<file path="src/rtl/cfg_serial_loader_pkg.sv">
package cfg_serial_loader_pkg;
  typedef enum logic [2:0] {
    ST_IDLE, ST_PROG, ST_REL, ST_SHIFT, ST_DONEW, ST_FAIL, ST_PASS
  } cfg_state_e;

  typedef enum logic [1:0] {
    ERR_NONE      = 2'b00,
    ERR_INIT_LOW  = 2'b01,
    ERR_INIT_HIGH = 2'b10,
    ERR_DONE      = 2'b11
  } cfg_err_e;
endpackage

</file>
<file path="src/rtl/cfg_serial_timer.sv">
module cfg_serial_timer #(
  parameter int W = 8
) (
  input  logic         clk_i,
  input  logic         rst_ni,
  input  logic         clr_i,
  input  logic [W-1:0] limit_i,
  output logic         hit_o
);
  logic [W-1:0] cnt_q;

  always_ff @(posedge clk_i or negedge rst_ni) begin
    if (!rst_ni)                cnt_q <= '0;
    else if (clr_i)             cnt_q <= '0;
    else if (cnt_q != {W{1'b1}}) cnt_q <= cnt_q + 1'b1;
  end

  // phase has lasted limit_i cycles at the coming edge
  assign hit_o = (cnt_q >= limit_i - 1'b1);
endmodule

</file>
<file path="src/rtl/cfg_serial_shifter.sv">
module cfg_serial_shifter #(
  parameter int HALF = 2
) (
  input  logic       clk_i,
  input  logic       rst_ni,
  input  logic       en_i,
  input  logic [7:0] data_i,
  input  logic       valid_i,
  input  logic       last_i,
  output logic       ready_o,
  output logic       cclk_o,
  output logic       din_o,
  output logic       end_o
);
  localparam int PW = (HALF > 1) ? $clog2(HALF) : 1;
  localparam logic [PW-1:0] PH_TOP = PW'(HALF - 1);

  logic [7:0]    sh_q;
  logic [3:0]    bits_q;
  logic          last_q;
  logic          cclk_q;
  logic [PW-1:0] ph_q;
  logic          active;

  assign active  = (bits_q != 4'd0);
  assign ready_o = en_i && !active && !last_q;
  assign end_o   = en_i && last_q && !active;
  assign cclk_o  = cclk_q;
  assign din_o   = sh_q[7];

  always_ff @(posedge clk_i or negedge rst_ni) begin
    if (!rst_ni) begin
      sh_q <= '0; bits_q <= '0; last_q <= 1'b0; cclk_q <= 1'b0; ph_q <= '0;
    end else if (!en_i) begin
      sh_q <= '0; bits_q <= '0; last_q <= 1'b0; cclk_q <= 1'b0; ph_q <= '0;
    end else if (!active) begin
      if (valid_i && ready_o) begin
        sh_q   <= data_i;
        bits_q <= 4'd8;
        last_q <= last_i;
        ph_q   <= '0;
        cclk_q <= 1'b0;
      end
    end else if (ph_q == PH_TOP) begin
      ph_q <= '0;
      if (!cclk_q) begin
        cclk_q <= 1'b1;
      end else begin
        // data moves only on the falling edge
        cclk_q <= 1'b0;
        sh_q   <= {sh_q[6:0], 1'b0};
        bits_q <= bits_q - 4'd1;
      end
    end else begin
      ph_q <= ph_q + 1'b1;
    end
  end
endmodule

</file>
<file path="src/rtl/cfg_serial_loader.sv">
module cfg_serial_loader
  import cfg_serial_loader_pkg::*;
#(
  parameter int T_INIT_LOW  = 1000,
  parameter int T_INIT_HIGH = 1000,
  parameter int T_DONE      = 10000,
  parameter int CCLK_HALF   = 2
) (
  input  logic       clk_i,
  input  logic       rst_ni,
  input  logic       start_i,
  input  logic [7:0] byte_i,
  input  logic       byte_valid_i,
  input  logic       byte_last_i,
  output logic       byte_ready_o,
  input  logic       init_i,
  input  logic       done_i,
  output logic       prog_no,
  output logic       cclk_o,
  output logic       din_o,
  output logic       busy_o,
  output logic       ok_o,
  output logic [1:0] err_o
);
  localparam int TMAX12 = (T_INIT_LOW > T_INIT_HIGH) ? T_INIT_LOW : T_INIT_HIGH;
  localparam int TMAX   = (TMAX12 > T_DONE) ? TMAX12 : T_DONE;
  localparam int TW     = $clog2(TMAX + 1);

  cfg_state_e st_q, st_d;
  cfg_err_e   err_q, err_d;
  logic       tmo_hit, sh_end;
  logic [TW-1:0] limit;

  always_comb begin
    unique case (st_q)
      ST_PROG: limit = TW'(T_INIT_LOW);
      ST_REL:  limit = TW'(T_INIT_HIGH);
      default: limit = TW'(T_DONE);
    endcase
  end

  cfg_serial_timer #(.W(TW)) u_timer (
    .clk_i   (clk_i),
    .rst_ni  (rst_ni),
    .clr_i   (st_d != st_q),
    .limit_i (limit),
    .hit_o   (tmo_hit)
  );

  cfg_serial_shifter #(.HALF(CCLK_HALF)) u_shift (
    .clk_i   (clk_i),
    .rst_ni  (rst_ni),
    .en_i    (st_q == ST_SHIFT),
    .data_i  (byte_i),
    .valid_i (byte_valid_i),
    .last_i  (byte_last_i),
    .ready_o (byte_ready_o),
    .cclk_o  (cclk_o),
    .din_o   (din_o),
    .end_o   (sh_end)
  );

  always_comb begin
    st_d  = st_q;
    err_d = err_q;
    unique case (st_q)
      ST_IDLE, ST_FAIL, ST_PASS: if (start_i) begin
        st_d  = ST_PROG;
        err_d = ERR_NONE;
      end
      ST_PROG: if (!init_i) st_d = ST_REL;
        else if (tmo_hit) begin st_d = ST_FAIL; err_d = ERR_INIT_LOW; end
      ST_REL: if (init_i) st_d = ST_SHIFT;
        else if (tmo_hit) begin st_d = ST_FAIL; err_d = ERR_INIT_HIGH; end
      ST_SHIFT: if (sh_end) st_d = ST_DONEW;
      ST_DONEW: if (done_i) st_d = ST_PASS;
        else if (tmo_hit) begin st_d = ST_FAIL; err_d = ERR_DONE; end
      default: st_d = ST_IDLE;
    endcase
  end

  always_ff @(posedge clk_i or negedge rst_ni) begin
    if (!rst_ni) begin
      st_q  <= ST_IDLE;
      err_q <= ERR_NONE;
    end else begin
      st_q  <= st_d;
      err_q <= err_d;
    end
  end

  assign prog_no = (st_q != ST_PROG);
  assign busy_o  = (st_q == ST_PROG) || (st_q == ST_REL) ||
                   (st_q == ST_SHIFT) || (st_q == ST_DONEW);
  assign ok_o    = (st_q == ST_PASS);
  assign err_o   = err_q;
endmodule

</file>
<file path="config.mk">
export PLATFORM = sky130hd
export DESIGN_NAME = cfg_serial_loader
export DESIGN_NICKNAME = d
export VERILOG_FILES = /design/src/rtl/cfg_serial_loader_pkg.sv /design/src/rtl/cfg_serial_timer.sv /design/src/rtl/cfg_serial_shifter.sv /design/src/rtl/cfg_serial_loader.sv
export SDC_FILE = /design/constraint.sdc
export NUM_CORES = 1
export LEC_CHECK = 0
export BUFFER_PORTS_ARGS = -buffer_cell sky130_fd_sc_hd__buf_4
export CORE_MARGIN = 4
export CORE_UTILIZATION = 54
export CTS_CLUSTER_DIAMETER = 100
export DETAILED_ROUTE_END_ITERATION = 6
export PLACE_DENSITY_LB_ADDON = 0.08
export REMOVE_ABC_BUFFERS = 1
export SLEW_MARGIN = 20
export SYNTH_ARGS = -nofsm -noshare
export SYNTH_HDL_FRONTEND = slang
export SYNTH_HIERARCHICAL = 1
export SYNTH_SLANG_ARGS = --single-unit
</file>
<file path="constraint.sdc">
create_clock -name clk_i -period 4.35 [get_ports clk_i]
set_clock_uncertainty 0.05 [all_clocks]
set_input_delay 0.2175 -clock clk_i [delete_from_list [all_inputs] [get_ports clk_i]]
set_output_delay 0.2175 -clock clk_i [all_outputs]
set_load 0.1 [all_outputs]
</file>
* After elaboration in Yosys (flattened, before gate mapping) *
Index checks and enable logic that the tools add are counted.

operators by class
  $add $sub $neg = 4
  magnitude comparators = 1
  eq/ne operators = 21
  reductions and logical operators = 20
  mux-type cells = 39

operator list
  operator               number
  $mux 14                3
  $mux 8                 5
  $mux 4                 5
  $mux 3                 6
  $ne 2x2->1 const B     9
  $pmux 3 s5             1
  $add 14x1->14 const B  1
  $ge 14x14->1           1
  $mux 2                 7
  $ne 14x14->1 const B   1
  $sub 14x1->14 const B  1
  $mux 1                 11
  $eq 3x3->1 const B     3
  $ne 3x3->1 const B     3
  $pmux 2 s4             1
  $reduce_and 8->1       1
  $reduce_bool 4->1      2
  $eq 3x2->1 const B     2
  $logic_and 1x1->1      5
  $reduce_and 2->1       2
  $sub 4x1->4 const B    1
  $eq 3x1->1 const B     1
  $logic_not 3->1        1
  $logic_or 1x1->1       3
  other kinds (8)        9

storage, ports and cells
  output and inout port bits = 8
  logic and storage cells = 93
  bits of input ports = 15
  flip-flop bits (word level) = 34

* Longest topological paths before layout *
Gate-level depths: netlist (run 1).

  depth in word-level cells = 10
  mapped depth = 22
  depth with buffers taken out = 20

* Cells and area by module *
The synthesis (run 1) kept the hierarchy.

modules (own cells, without submodules)
  module              area an instance (um2)  instances  cells an instance  sequential area each (um2)
  cfg_serial_timer    1222.4                  1          138                350.3
  cfg_serial_shifter  783.3                   1          74                 375.4
  cfg_serial_loader   561.8                   1          77                 125.1

* Worst setup path before layout (run 1) *
No wires, ideal clock.

  path type = reg2reg
  start point = register st_q[0]
  end point = register u_timer.cnt_q[0]
  arrival = 4066 ps
  library setup time = 129 ps
  path slack = 105 ps
  required time = 4171 ps
  buffers on the path = 3
  clock period less this slack = 4245 ps
  stages on the path, launching flop included = 22
  cells stage by stage = dfrtp_1 buf_6 clkbuf_1 xor2_1 nand2_1 inv_1 nor3_1 and3_1 nand2_1 xor2_1 ha_1 a21oi_1 nor2_1 a211oi_1 o21ai_0 and2b_1 nor3_1 o31ai_1 o31ai_1 nand3_1 dlygate4sd1_1 nor2_1

on the way
  word-level cells in the longest chain between the ends = 10
  elaborated cells on any way between the ends = 24
  classes of those cells = add/sub (1); order compare (1); eq/ne (7); mux (9); reduce/logical (6)

RTL lines
  item                                                 line                                                                       source
  from (decl)                                          cfg_serial_loader.sv:29                                                    cfg_state_e st_q, st_d;
  from (signal assigned)                               cfg_serial_loader.sv:87                                                    st_q <= st_d;
  $eq 3x1->1 / $eq 3x2->1 (equally long branches)      cfg_serial_loader.sv:35                                                    unique case (st_q)
  $reduce_or 2->1 (no line) *                          n/a
  $mux 14 *                                            cfg_serial_loader.sv:35
  named net limit[10]                                  cfg_serial_loader.sv:32                                                    logic [TW-1:0] limit;
  $sub 14x1->14 *                                      cfg_serial_timer.sv:19                                                     assign hit_o = (cnt_q >= limit_i - 1'b1);
  $ge 14x14->1 *                                       cfg_serial_timer.sv:19
  named net tmo_hit                                    cfg_serial_loader.sv:31                                                    logic tmo_hit, sh_end;
  $mux 3 *                                             cfg_serial_loader.sv:72, cfg_serial_loader.sv:74, cfg_serial_loader.sv:77
  $mux 3 (on tied branches)                            cfg_serial_loader.sv:76, cfg_serial_loader.sv:71, cfg_serial_loader.sv:73
  $pmux 3 s5 *                                         cfg_serial_loader.sv:66                                                    unique case (st_q)
  $ne 3x3->1 *                                         cfg_serial_loader.sv:45                                                    .clr_i (st_d != st_q),
  $mux 14 / $reduce_bool 2->1 (equally long branches)  n/a
  to (signal assigned)                                 cfg_serial_timer.sv:15                                                     else if (cnt_q != {W{1'b1}}) cnt_q <= cnt_q + 1'b1;
  to (decl)                                            cfg_serial_timer.sv:10                                                     logic [W-1:0] cnt_q;

Mark *: on every way through the listed nets, which the timed path passes. The rest lies on a longest branch.
A chain may end at the register's enable or synchronous reset.

* Final worst setup path (run 1) *
  start point = register st_q[1]
  end point = register u_timer.cnt_q[2]

The elaborated chain is that of the path after synthesis.

==> results.txt, run 1 <==
----------------------------------------------------
[Outcome]
  Result of the run ... finished, final reports clean

[Detailed routing]
  Wire length per cell after detailed routing ... 13.8 um
  ANT nets after route ... 0
  Number of vias per cell ... 5.66
  Routed vias ... 2180
  First-pass detailed-route iteration total ... 4
  DRC ... 0
  Final wirelength ... 5300 um
  First DRT Iteration DRCs ... 78

[Layout]
  Antenna fix cells ... 0
  Share of final-layout standard cells stronger than drive strength 1 ... 13.8%
  Signed area change from the synthesized netlist to the final layout ... 14.6%
  Final Core Density ... 65.7%
  Final-stage net count ... 365

[Logic synthesis]
  Library cell occupying the most area in the post-synthesis netlist ... sky130_fd_sc_hd__dfrtp_1
  Number of flops mapped to enable cells by yosys ... 0
  Basic-gate share of the synthesized area counting and, or, nand and nor cells ... 24.1%
  Count of mapped cells out of synthesis ... 289
  Synthesis Warnings ... 6
  Commonest cells post-synth ... 34 x sky130_fd_sc_hd__dfrtp_1, 26 x sky130_fd_sc_hd__nor2_1, 21 x sky130_fd_sc_hd__a21oi_1
  Number of flip-flops and latches in the synthesized netlist ... 34
  Post-synthesis share of cell area spent on full adders, half adders and majority gates ... 8.77%
  Post-synth ARST share ... 100%
  Post-synthesis cell type count ... 55
  Compound-gate portion of the synthesized area ... 17.6%
  Fraction of the yosys area taken by sequential cells ... 33.1%
  Combinational family with the most area after synthesis ... simple AND/OR/NAND/NOR gates
  Share of cell area taken by muxes after synthesis ... 3.65%
  Cell Area, Synth ... 2570 um2
  Prevailing post-synth register cell ... sky130_fd_sc_hd__dfrtp_1
  Fraction of synthesized cell area in xor and xnor cells ... 7.85%
  Most instantiated library cell after synthesis ... sky130_fd_sc_hd__dfrtp_1
  Main area contributors after synthesis ... sky130_fd_sc_hd__dfrtp_1 33%, sky130_fd_sc_hd__ha_1 8.8%, sky130_fd_sc_hd__xnor2_1 4.4%
  Mapped Avg Cell Area ... 8.88 um2
  Fraction of post-synthesis cell area in the top cell type by area ... 33.1%

[CTS]
  Deepest level of the CTS H-tree ... 2
  Post-CTS setup buffer count ... 0
  Clk buf depth ... 2
  Worst-Skew Late Latency ... 0.29 ns
  Number of buffers added by the clock tree synthesis step ... 5
  Clock sink total ... 34
  Root Driver ... sky130_fd_sc_hd__clkbuf_8
  Clock slew at the register clock pins of the worst setup and hold paths ... 0.07 ns
  Clock tree from TritonCTS ... done

[Global route]
  Number of antenna violations at the first check in global routing ... 0
  Vias in the first global route ... 2046
  Total gr overflow ... 0
  Global-route wire length before repair ... 9250 um
  Global-route total usage across every layer ... 19.0%
  Maximum number of pins on one net before global-route repair ... 35

[STA]
  Achievable Freq ... 256 MHz
  Period utilization ... 89.7%
  RSZ-0062 raised after global routing ... false
  Setup slack of the critical path after layout ... 0.449 ns
  Count of pins over their slew limit ... 0
  Crit path time final ... 3.90 ns
  Hold Fails Final Rpt ... 0
  Summed negative setup slack over all endpoints ... 0 ns
  Final Setup Violations ... 0

[Worst hold path]
  Hold depth ... 3
  Worst hold path endpoint ... u_shift/sh_q[0]$_DFFE_PN0P_
  Type of the worst min-delay path ... in -> reg
  Min-Delay Startpoint ... byte_i[0]

[Critical path]
  WP data arrival ... 4.06 ns
  Critical Path RT ... 4.51 ns
  Setup slack of the most critical reg-to-reg path ... 0.45 ns
  Category of the worst setup path capture point ... flip-flop
  Number of cells traversed by the worst register-to-register path ... 21
  Reg-to-Reg End ... u_timer/cnt_q[2]$_DFFE_PN0P_
  Critical path class ... reg -> reg
  Maximum fanout along the worst path ... 14
  Kind of start point of the critical path ... flip-flop
  Reg2reg start ... st_q[1]$_DFF_PN0_

[Placed design]
  Placed wire-length estimate ... 3860 um
  Placement Setup Slack ... 0.391 ns
  Global placer's final weighted congestion ... 0.844
  Number of buffers inserted by port buffering ... 22

[Power and ir drop]
  Leakage component of the power ... 1.39 nW
  Maximum vdd drop ... 0.000512 V
  Power per cell area ... 524 nW/um2

[Floorplan]
  Top-level port count ... 23
  Die Height ... 77.0 um
  Starting density of the core ... 57.4%
  Die width ... 77.0 um
  Area of the die ... 5920 um2
  Number of placement rows ... 24
  Core footprint ... 4470 um2

[Run]
  Max cap viols ... 0

----------------------------------------------------
==> sequential cells by signal (all words and copies together), names as in the netlist <==
register,cells
u_shift/bits_q,4
u_shift/sh_q,8
u_shift/cclk_o,1
st_q,3
u_shift/ph_q,1
err_o,2
u_timer/cnt_q,14
u_shift/last_q,1
==> how the worst max path moves through the flow <==
stage	from	endpoint	slack [ns]	depth (start not counted)
2_1_floorplan	st_q[1]$_DFF_PN0_	u_timer/cnt_q[2]$_DFFE_PN0P_	0.15	19
3_3_place_gp	st_q[1]$_DFF_PN0_	u_timer/cnt_q[2]$_DFFE_PN0P_	0.55	21
3_5_place_dp	st_q[1]$_DFF_PN0_	u_timer/cnt_q[2]$_DFFE_PN0P_	0.39	21
4_1_cts	st_q[1]$_DFF_PN0_	u_timer/cnt_q[2]$_DFFE_PN0P_	0.35	21
5_1_grt	st_q[1]$_DFF_PN0_	u_timer/cnt_q[2]$_DFFE_PN0P_	0.03	20
6_report	st_q[1]$_DFF_PN0_	u_timer/cnt_q[2]$_DFFE_PN0P_	0.45	21
==> area by class of cell <==
cell class / count / area [um2]
clock buffers: 7 / 86.3
flip-flops and latches: 34 / 851
inverters: 9 / 33.8
repair buffers: 30 / 228
well taps: 52 / 65.1
clock inverters: 1 / 5.00
fillers: 403 / 1530
multi-input cells: 252 / 1670
==> layer usage <==
layer	routed length, um	share of wire, %	global-route usage (%)	vias up
met2	2570	48	31.5	37
li1	-	-	-	1113
met5	0	0	0	-
met4	72	1.4	6.52	0
met3	190	3.6	3.28	8
met1	2470	47	25.0	1022
==> logic make-up after synthesis <==
logic type      after synthesis
simple gates                114
xor+xnor                     23
flops                        34
fa+ha+maj                    18
buf+inv                      21
other cells                   2
mux                           8
compound gates               69
==> stage by stage <==
| stage | total power [mW] | area, um2 | instances | hold WS [ns] |
|---|---|---|---|---|
| after floorplan | 1.07 | 2550 | 295 | -0.128 |
| after CTS | 1.55 | 2940 | 385 | 0.135 |
| after detailed placement | 1.30 | 2840 | 376 | 0.141 |
| after global placement | 1.28 | 2840 | 376 | 0.141 |
| after global routing | 1.67 | 2940 | 385 | 0.143 |
| final | 1.54 | 2940 | 385 | 0.140 |
==> cells in the final DEF (no fill, tap or decap), types with 8 or more instances in the layout <==
cell type                 synthesis  routed
sky130_fd_sc_hd__o21ai_0         10      10
sky130_fd_sc_hd__a21o_1           9       9
sky130_fd_sc_hd__xor2_1          10      10
sky130_fd_sc_hd__a21oi_1         21      21
sky130_fd_sc_hd__nand3_1         17      17
sky130_fd_sc_hd__nor2_1          26      26
sky130_fd_sc_hd__a22o_1           8       8
sky130_fd_sc_hd__nand2_1         20      20
sky130_fd_sc_hd__inv_1            9       9
sky130_fd_sc_hd__ha_1            18      18
sky130_fd_sc_hd__buf_4            0      29
sky130_fd_sc_hd__dfrtp_1         34      34
sky130_fd_sc_hd__xnor2_1         13      13
sky130_fd_sc_hd__conb_1           2      20
==> critical path, stage by stage, from the launching register on <==
cell,delay [ns]
sky130_fd_sc_hd__dfrtp_1,0.39
sky130_fd_sc_hd__xor2_1,0.18
sky130_fd_sc_hd__nand2_1,0.25
sky130_fd_sc_hd__inv_1,0.12
sky130_fd_sc_hd__nor3_2,0.22
sky130_fd_sc_hd__and3_1,0.25
sky130_fd_sc_hd__nand2_1,0.08
sky130_fd_sc_hd__xor2_1,0.15
sky130_fd_sc_hd__ha_1,0.29
sky130_fd_sc_hd__a21oi_1,0.12
sky130_fd_sc_hd__nor2_1,0.06
sky130_fd_sc_hd__a211oi_1,0.20
sky130_fd_sc_hd__o21ai_0,0.10
sky130_fd_sc_hd__buf_4,0.16
sky130_fd_sc_hd__nor3b_1,0.13
sky130_fd_sc_hd__o21ai_0,0.15
sky130_fd_sc_hd__o211ai_1,0.14
sky130_fd_sc_hd__a32oi_1,0.18
sky130_fd_sc_hd__nand3_1,0.10
sky130_fd_sc_hd__buf_4,0.20
sky130_fd_sc_hd__o21bai_1,0.16
sky130_fd_sc_hd__a31oi_1,0.15
==> report_power, final <==
group          switching (mW)  internal [mW]
Clock                   0.116          0.128
Combinational           0.594          0.317
Sequential             0.0310          0.356
==> timing repair <==
action	CTS	global route
resized for setup	0	1
setup endpoints to repair	0	1
endpoints found under the hold margin	34	0
hold buffers	1	0
No activity file was read; power rests on OpenSTA's default activity.
==> run 2: changes to the inputs <==
CORE_ASPECT_RATIO = 0.5   (was not set)
CORE_MARGIN = 1   (was 4)
==> run 2 against run 1 <==
Against the previous run: global-route usage grew 4.8 points; critical path depth shrank 2; sequential power is essentially flat; sequential cell count is the same; non-clock buffer count is the same; maximum frequency grew 0.10%; combinational power grew 2.5%; count of clock-buffer cells in the layout shrank 2; routed wire length grew 1.6%; die area shrank 15%; cell count grew 3.6%.
==> results.txt, run 2 (synthesized netlist as in run 1, its figures left out) <==
----------------------------------------------------
[Global route]
  Number of antenna violations at the first check in global routing ... 0
  Global-route total usage across every layer ... 23.8%
  Total gr overflow ... 0
  Vias in the first global route ... 2034
  Maximum number of pins on one net before global-route repair ... 35
  Global-route wire length before repair ... 9270 um

[Detailed routing]
  First-pass detailed-route iteration total ... 4
  Final wirelength ... 5390 um
  Number of vias per cell ... 5.50
  ANT nets after route ... 0
  Routed vias ... 2195
  DRC ... 0
  Wire length per cell after detailed routing ... 13.5 um
  First DRT Iteration DRCs ... 71

[CTS]
  Clock sink total ... 34
  Clock tree from TritonCTS ... done
  Number of buffers added by the clock tree synthesis step ... 5
  Deepest level of the CTS H-tree ... 2
  Worst-Skew Late Latency ... 0.29 ns
  Clk buf depth ... 2
  Root Driver ... sky130_fd_sc_hd__clkbuf_8
  Clock slew at the register clock pins of the worst setup and hold paths ... 0.07 ns

[Layout]
  Layout Cell Area excl Fill ... 2980 um2
  Fillcell total ... 355
  Regs by FF count ... u_timer/cnt_q x14, u_shift/sh_q x8, u_shift/bits_q x4
  Signed area change from the synthesized netlist to the final layout ... 16.0%
  Non-filler instance count after layout ... 399
  Top register by number of flip-flops ... u_timer/cnt_q
  Share of final-layout standard cells stronger than drive strength 1 ... 14.1%
  Flip-flop count of the largest register after layout ... 14
  Most frequent standard cell in the layout excluding fill and tap cells ... sky130_fd_sc_hd__dfrtp_1
  Commonest non-fill, non-tap cells in the layout ... 34 x sky130_fd_sc_hd__dfrtp_1, 29 x sky130_fd_sc_hd__buf_4, 26 x sky130_fd_sc_hd__nor2_1
  Final-stage net count ... 365
  Antenna fix cells ... 0

[Power and ir drop]
  Cell internal pwr ... 0.852 mW
  Power per cell area ... 541 nW/um2
  Share of power burned in the clock network ... 17.9%
  Net switching share of the total power ... 47.1%
  Maximum vdd drop ... 0.000380 V
  Leakage component of the power ... 1.40 nW
  Sequential power share ... 24.2%
  Overall power ... 1.61 mW
  Combinational cell fraction of total power ... 57.9%
  Switching power total ... 0.760 mW

[Floorplan]
  Top-level port count ... 23
  Starting density of the core ... 57.2%
  Die Height ... 50.8 um
  Core footprint ... 4490 um2
  Die width ... 99.5 um
  Number of placement rows ... 17
  Area of the die ... 5050 um2

[Worst hold path]
  Hold depth ... 3
  Type of the worst min-delay path ... in -> reg
  Worst hold path endpoint ... u_shift/sh_q[0]$_DFFE_PN0P_
  Min-Delay Startpoint ... byte_i[0]

[Run]
  Max cap viols ... 0

[Placed design]
  Number of buffers inserted by port buffering ... 22
  Placed cell count ... 390
  Cell area after placement ... 2850 um2
  Placed wire-length estimate ... 4030 um
  Global placer's final weighted congestion ... 0.891

[STA]
  Achievable Freq ... 257 MHz
  Crit path time final ... 3.90 ns
  Final Setup Violations ... 0
  RSZ-0062 raised after global routing ... false
  Minimum hold slack ... 0.141 ns
  Period utilization ... 89.6%
  Hold Fails Final Rpt ... 0
  Summed negative setup slack over all endpoints ... 0 ns
  Count of pins over their slew limit ... 0

[Critical path]
  Category of the worst setup path capture point ... flip-flop
  WP data arrival ... 4.06 ns
  Reg-to-Reg End ... u_timer/cnt_q[2]$_DFFE_PN0P_
  Critical Path RT ... 4.51 ns
  Number of cells traversed by the worst register-to-register path ... 19
  Critical path class ... reg -> reg
  Kind of start point of the critical path ... flip-flop
  Reg2reg start ... st_q[1]$_DFF_PN0_
  Maximum fanout along the worst path ... 8
  Setup slack of the most critical reg-to-reg path ... 0.45 ns

[Outcome]
  Result of the run ... finished, final reports clean

----------------------------------------------------
[run 2: repair_timing]
action                                  4_1_cts  5_1_grt
setup buffers                                 0        0
gates resized for setup                       0        2
hold buffers                                  1        0
endpoints found under the hold margin        34        0
endpoints found under the setup margin        0       15
[run 2: per-layer routing]
metal | part of all wire (%) | routed length, um | GRT usage, % | vias up
met4 | 0.87 | 47 | 6.86 | 0
li1 | - | - | - | 1112
met5 | 0 | 0 | 0 | -
met2 | 47 | 2520 | 40.5 | 47
met1 | 48 | 2590 | 30.2 | 1029
met3 | 4.1 | 220 | 6.27 | 7
[run 2: how the worst max path moves through the flow]
| stage | start | endpoint | slack, ns | cells past startpoint |
|---|---|---|---|---|
| 4_1_cts | st_q[1]$_DFF_PN0_ | err_o[0]$_DFFE_PN0P_ | 0.31 | 17 |
| 3_3_place_gp | st_q[1]$_DFF_PN0_ | err_o[0]$_DFFE_PN0P_ | 0.48 | 17 |
| 5_1_grt | st_q[1]$_DFF_PN0_ | u_timer/cnt_q[2]$_DFFE_PN0P_ | 0.05 | 19 |
| 3_5_place_dp | st_q[1]$_DFF_PN0_ | err_o[0]$_DFFE_PN0P_ | 0.34 | 17 |
| 6_report | st_q[1]$_DFF_PN0_ | u_timer/cnt_q[2]$_DFFE_PN0P_ | 0.45 | 19 |
| 2_1_floorplan | st_q[1]$_DFF_PN0_ | u_timer/cnt_q[2]$_DFFE_PN0P_ | 0.15 | 19 |
[run 2: worst max-delay path: stages, from the launching register on]
cell,delay [ns]
sky130_fd_sc_hd__dfrtp_1,0.39
sky130_fd_sc_hd__xor2_1,0.17
sky130_fd_sc_hd__nand2_1,0.25
sky130_fd_sc_hd__inv_1,0.09
sky130_fd_sc_hd__nor3_1,0.29
sky130_fd_sc_hd__and3_1,0.26
sky130_fd_sc_hd__nand2_1,0.08
sky130_fd_sc_hd__xor2_1,0.14
sky130_fd_sc_hd__ha_1,0.29
sky130_fd_sc_hd__a21oi_1,0.12
sky130_fd_sc_hd__nor2_1,0.06
sky130_fd_sc_hd__a211oi_1,0.22
sky130_fd_sc_hd__o21ai_1,0.20
sky130_fd_sc_hd__and2b_1,0.24
sky130_fd_sc_hd__nor3_1,0.20
sky130_fd_sc_hd__o31ai_1,0.12
sky130_fd_sc_hd__o31ai_1,0.10
sky130_fd_sc_hd__nand3_1,0.20
sky130_fd_sc_hd__o21bai_1,0.20
sky130_fd_sc_hd__a31oi_1,0.15
[run 2: cell type report]
class	instances	area [um2]	share of cell area (%)
clock buffer	5	68.8	2.31
clock inverter	3	40.0	1.34
inverter	9	33.8	1.13
multi-input combinational	252	1670	56.2
sequential	34	851	28.6
tap	66	82.6	2.77
timing repair buffer	30	228	7.65
[run 2: power groups by stage]
| stage | Sequential (mW) | Clock (mW) | Combinational (mW) |
|---|---|---|---|
| floorplan | 0.455 | 0 | 0.615 |
| global placement | 0.393 | 0 | 0.903 |
| detailed placement | 0.395 | 0 | 0.925 |
| CTS | 0.389 | 0.291 | 0.928 |
| global route | 0.393 | 0.308 | 1.03 |
| finish | 0.390 | 0.288 | 0.934 |
[run 2: per-stage QoR]
| stage | setup WS [ns] | util [%] |
|---|---|---|
| finish | 0.453 | 66.4 |
| global route | 0.0473 | 66.4 |
| CTS | 0.313 | 66.2 |
| detailed placement | 0.339 | 63.6 |
| global placement | 0.482 | 63.6 |
| floorplan | 0.149 | - |
==> run 3: changes to the inputs <==
CORE_MARGIN = not set   (was 1)
CORE_UTILIZATION = 53   (was 54)
SLEW_MARGIN = not set   (was 20)
SYNTH_HIERARCHICAL = not set   (was 1)
==> run 3 against run 2 <==
Against the previous run: non-clock buffer count unchanged; via count down 9.4%; core utilization down 1.1 points; synthesized cell count fell by 11%; count of clock-buffer cells in the layout grew 2; power up 4.7%; sequential share of layout area is 3.5 points higher; register-to-register slack improved by 0.86 ns; combinational power up 4.8%; first-iteration DRC count grew to 2.7 times the previous value; highest routed layer unchanged; cell count decreased by 17%; largest power group unchanged.
==> results.txt, run 3 <==
----------------------------------------------------
[Layout]
  Regs by FF count ... u_timer.cnt_q x14, u_shift.sh_q x8, u_shift.bits_q x4
  Share of final-layout standard cells stronger than drive strength 1 ... 17.9%
  Antenna fix cells ... 0
  Signed area change from the synthesized netlist to the final layout ... 13.5%
  Top register by number of flip-flops ... u_timer.cnt_q
  Commonest non-fill, non-tap cells in the layout ... 34 x sky130_fd_sc_hd__dfrtp_1, 29 x sky130_fd_sc_hd__buf_4, 27 x sky130_fd_sc_hd__nand2_1
  Flip-flop count of the largest register after layout ... 14
  Most frequent standard cell in the layout excluding fill and tap cells ... sky130_fd_sc_hd__dfrtp_1
  Fillcell total ... 335
  Final-stage net count ... 299

[STA]
  Worst relative slew slack ... 45.4%
  Final Setup Violations ... 0
  Crit path time final ... 3.04 ns
  Count of pins over their slew limit ... 0
  Period utilization ... 69.8%
  Summed negative setup slack over all endpoints ... 0 ns
  Achievable Freq ... 329 MHz
  Worst-Margin Slew ... 0.819 ns
  RSZ-0062 raised after global routing ... false
  Hold Fails Final Rpt ... 0
  Minimum hold slack ... 0.143 ns

[Outcome]
  Result of the run ... finished, final reports clean

[Logic synthesis]
  Most instantiated library cell after synthesis ... sky130_fd_sc_hd__dfrtp_1
  Post-synth ARST share ... 100%
  Mapped Avg Cell Area ... 9.12 um2
  Prevailing post-synth register cell ... sky130_fd_sc_hd__dfrtp_1
  Commonest cells post-synth ... 34 x sky130_fd_sc_hd__dfrtp_1, 27 x sky130_fd_sc_hd__nand2_1, 22 x sky130_fd_sc_hd__nor2_1
  Post-synthesis cell type count ... 58
  Fraction of post-synthesis cell area in the top cell type by area ... 36.4%
  Synthesis Warnings ... 0
  Main area contributors after synthesis ... sky130_fd_sc_hd__dfrtp_1 36%, sky130_fd_sc_hd__nand2_1 4.3%, sky130_fd_sc_hd__mux2i_1 4.3%
  Count of mapped cells out of synthesis ... 256
  Cell Area, Synth ... 2340 um2
  Library cell occupying the most area in the post-synthesis netlist ... sky130_fd_sc_hd__dfrtp_1
  Number of flops mapped to enable cells by yosys ... 0
  Fraction of the yosys area taken by sequential cells ... 36.4%
  Number of flip-flops and latches in the synthesized netlist ... 34

[Critical path]
  Reg2reg start ... st_q[1]$_DFF_PN0_
  Maximum fanout along the worst path ... 22
  Critical path class ... reg -> reg
  Setup slack of the most critical reg-to-reg path ... 1.31 ns
  Cell family contributing the most delay on the critical path ... compound AO/OA/AOI/OAI gates
  Levels on crit path ... 9
  CP max stage cell ... sky130_fd_sc_hd__dfrtp_1
  CP peak stage delay ... 0.36 ns
  Category of the worst setup path capture point ... flip-flop
  Critical Path RT ... 4.48 ns
  WP data arrival ... 3.17 ns
  Kind of start point of the critical path ... flip-flop
  Number of cells traversed by the worst register-to-register path ... 9
  Buf/Inv on CP ... 1
  Reg-to-Reg End ... u_timer.cnt_q[4]$_DFFE_PN0P_
  Termination of the worst setup path ... u_timer.cnt_q[4]$_DFFE_PN0P_
  Cell breakdown of the critical path ... buf_4 > xnor2_1 > nor2_1 > ha_1 > a311o_1 > or3_4 > a31oi_4 > a22oi_2 > nor4bb_1
  Critical Path Start ... st_q[1]$_DFF_PN0_

[Power and ir drop]
  Maximum vdd drop ... 0.000221 V
  Leakage component of the power ... 1.12 nW
  Power per cell area ... 636 nW/um2

[Global route]
  Total gr overflow ... 0
  Global-route wire length before repair ... 8320 um
  Global-route total usage across every layer ... 22.9%
  Number of antenna violations at the first check in global routing ... 0
  Maximum number of pins on one net before global-route repair ... 35
  Vias in the first global route ... 1907

[CTS]
  Clock tree from TritonCTS ... done
  Clock sink total ... 34
  Number of buffers added by the clock tree synthesis step ... 5
  Clk buf depth ... 2
  Worst-Skew Late Latency ... 0.28 ns
  Root Driver ... sky130_fd_sc_hd__clkbuf_8
  Post-CTS Hold Fix Bufs ... 1
  Clock slew at the register clock pins of the worst setup and hold paths ... 0.07 ns
  CTS-repair resized insts ... 0
  Deepest level of the CTS H-tree ... 2
  Post-CTS setup buffer count ... 0

[Floorplan]
  Core footprint ... 4060 um2
  Top-level port count ... 23
  Starting density of the core ... 57.5%
  Number of placement rows ... 16
  Area of the die ... 4690 um2
  Die Height ... 48.9 um
  Die width ... 95.9 um

[Placed design]
  Placed wire-length estimate ... 3340 um
  Global placer's final weighted congestion ... 0.836
  Number of buffers inserted by port buffering ... 22

[Detailed routing]
  Wire length per cell after detailed routing ... 14.5 um
  First DRT Iteration DRCs ... 190
  Number of vias per cell ... 5.97
  Final wirelength ... 4810 um
  ANT nets after route ... 0
  DRC ... 0
  First-pass detailed-route iteration total ... 5
  Routed vias ... 1988

[Worst hold path]
  Type of the worst min-delay path ... in -> reg

[Run]
  Max cap viols ... 0

----------------------------------------------------
run 3: through the flow:
stage / utilization [%] / setup slack (ns) / cells / power, mW / area (um2)
6_report: 65.2 / 1.31 / 333 / 1.69 / 2650
5_1_grt: 65.2 / 1.07 / 333 / 1.83 / 2650
4_1_cts: 65.2 / 1.30 / 333 / 1.70 / 2650
3_5_place_dp: 62.7 / 1.32 / 324 / 1.45 / 2550
3_3_place_gp: 62.7 / 1.41 / 324 / 1.43 / 2550
2_1_floorplan: - / 0.818 / 241 / 1.20 / 2260
run 3: routing by layer:
layer	GRT usage [%]	part of all wire (%)	up-vias
li1	-	-	995
met1	28.6	47	953
met2	40.1	48	36
met3	6.39	4.3	4
met4	3.23	0.44	0
met5	0	0	-
run 3: final cells by class:
class / count / area [um2] / area share (%)
Timing Repair Buffer: 30 / 228 / 8.59
Clock buffer: 7 / 86.3 / 3.26
Clock inverter: 1 / 5.00 / 0.189
Sequential cell: 34 / 851 / 32.1
Tap cell: 54 / 67.6 / 2.55
Inverter: 10 / 37.5 / 1.42
Multi-Input combinational cell: 197 / 1380 / 51.9
run 3: worst min-delay path, cell delays in order:
cell	delay, ns
sky130_fd_sc_hd__buf_4	0.11
sky130_fd_sc_hd__nand3_1	0.06
sky130_fd_sc_hd__o21ai_1	0.05
run 3: worst min path at each step:
stage | startpoint | to | slack [ns] | depth (start not counted)
2_1_floorplan | rst_ni | err_o[0]$_DFFE_PN0P_ | -0.13 | 0
3_3_place_gp | rst_ni | u_shift.sh_q[3]$_DFFE_PN0P_ | 0.14 | 1
3_5_place_dp | rst_ni | u_shift.sh_q[3]$_DFFE_PN0P_ | 0.15 | 1
4_1_cts | byte_i[0] | u_shift.sh_q[0]$_DFFE_PN0P_ | 0.14 | 3
5_1_grt | byte_i[0] | u_shift.sh_q[0]$_DFFE_PN0P_ | 0.17 | 3
6_report | byte_i[0] | u_shift.sh_q[0]$_DFFE_PN0P_ | 0.14 | 3
run 3: where the power goes:
part	leakage [nW]	internal, mW	switching (mW)
clock	0.0482	0.128	0.112
combinational	0.613	0.364	0.615
sequential	0.456	0.397	0.0709
total	1.12	0.889	0.798
run 3: cell families after synthesis:
group                    Yosys count  synth area share, %
AND/OR/NAND/NOR                  111                 27.7
AO/OA/AOI/OAI                     57                 18.7
flip-flops                        34                 36.4
adder cells (fa/ha/maj)            7                 3.64
XOR/XNOR                          12                 4.50
multiplexers                      10                 4.29
buffers and inverters             25                 4.66
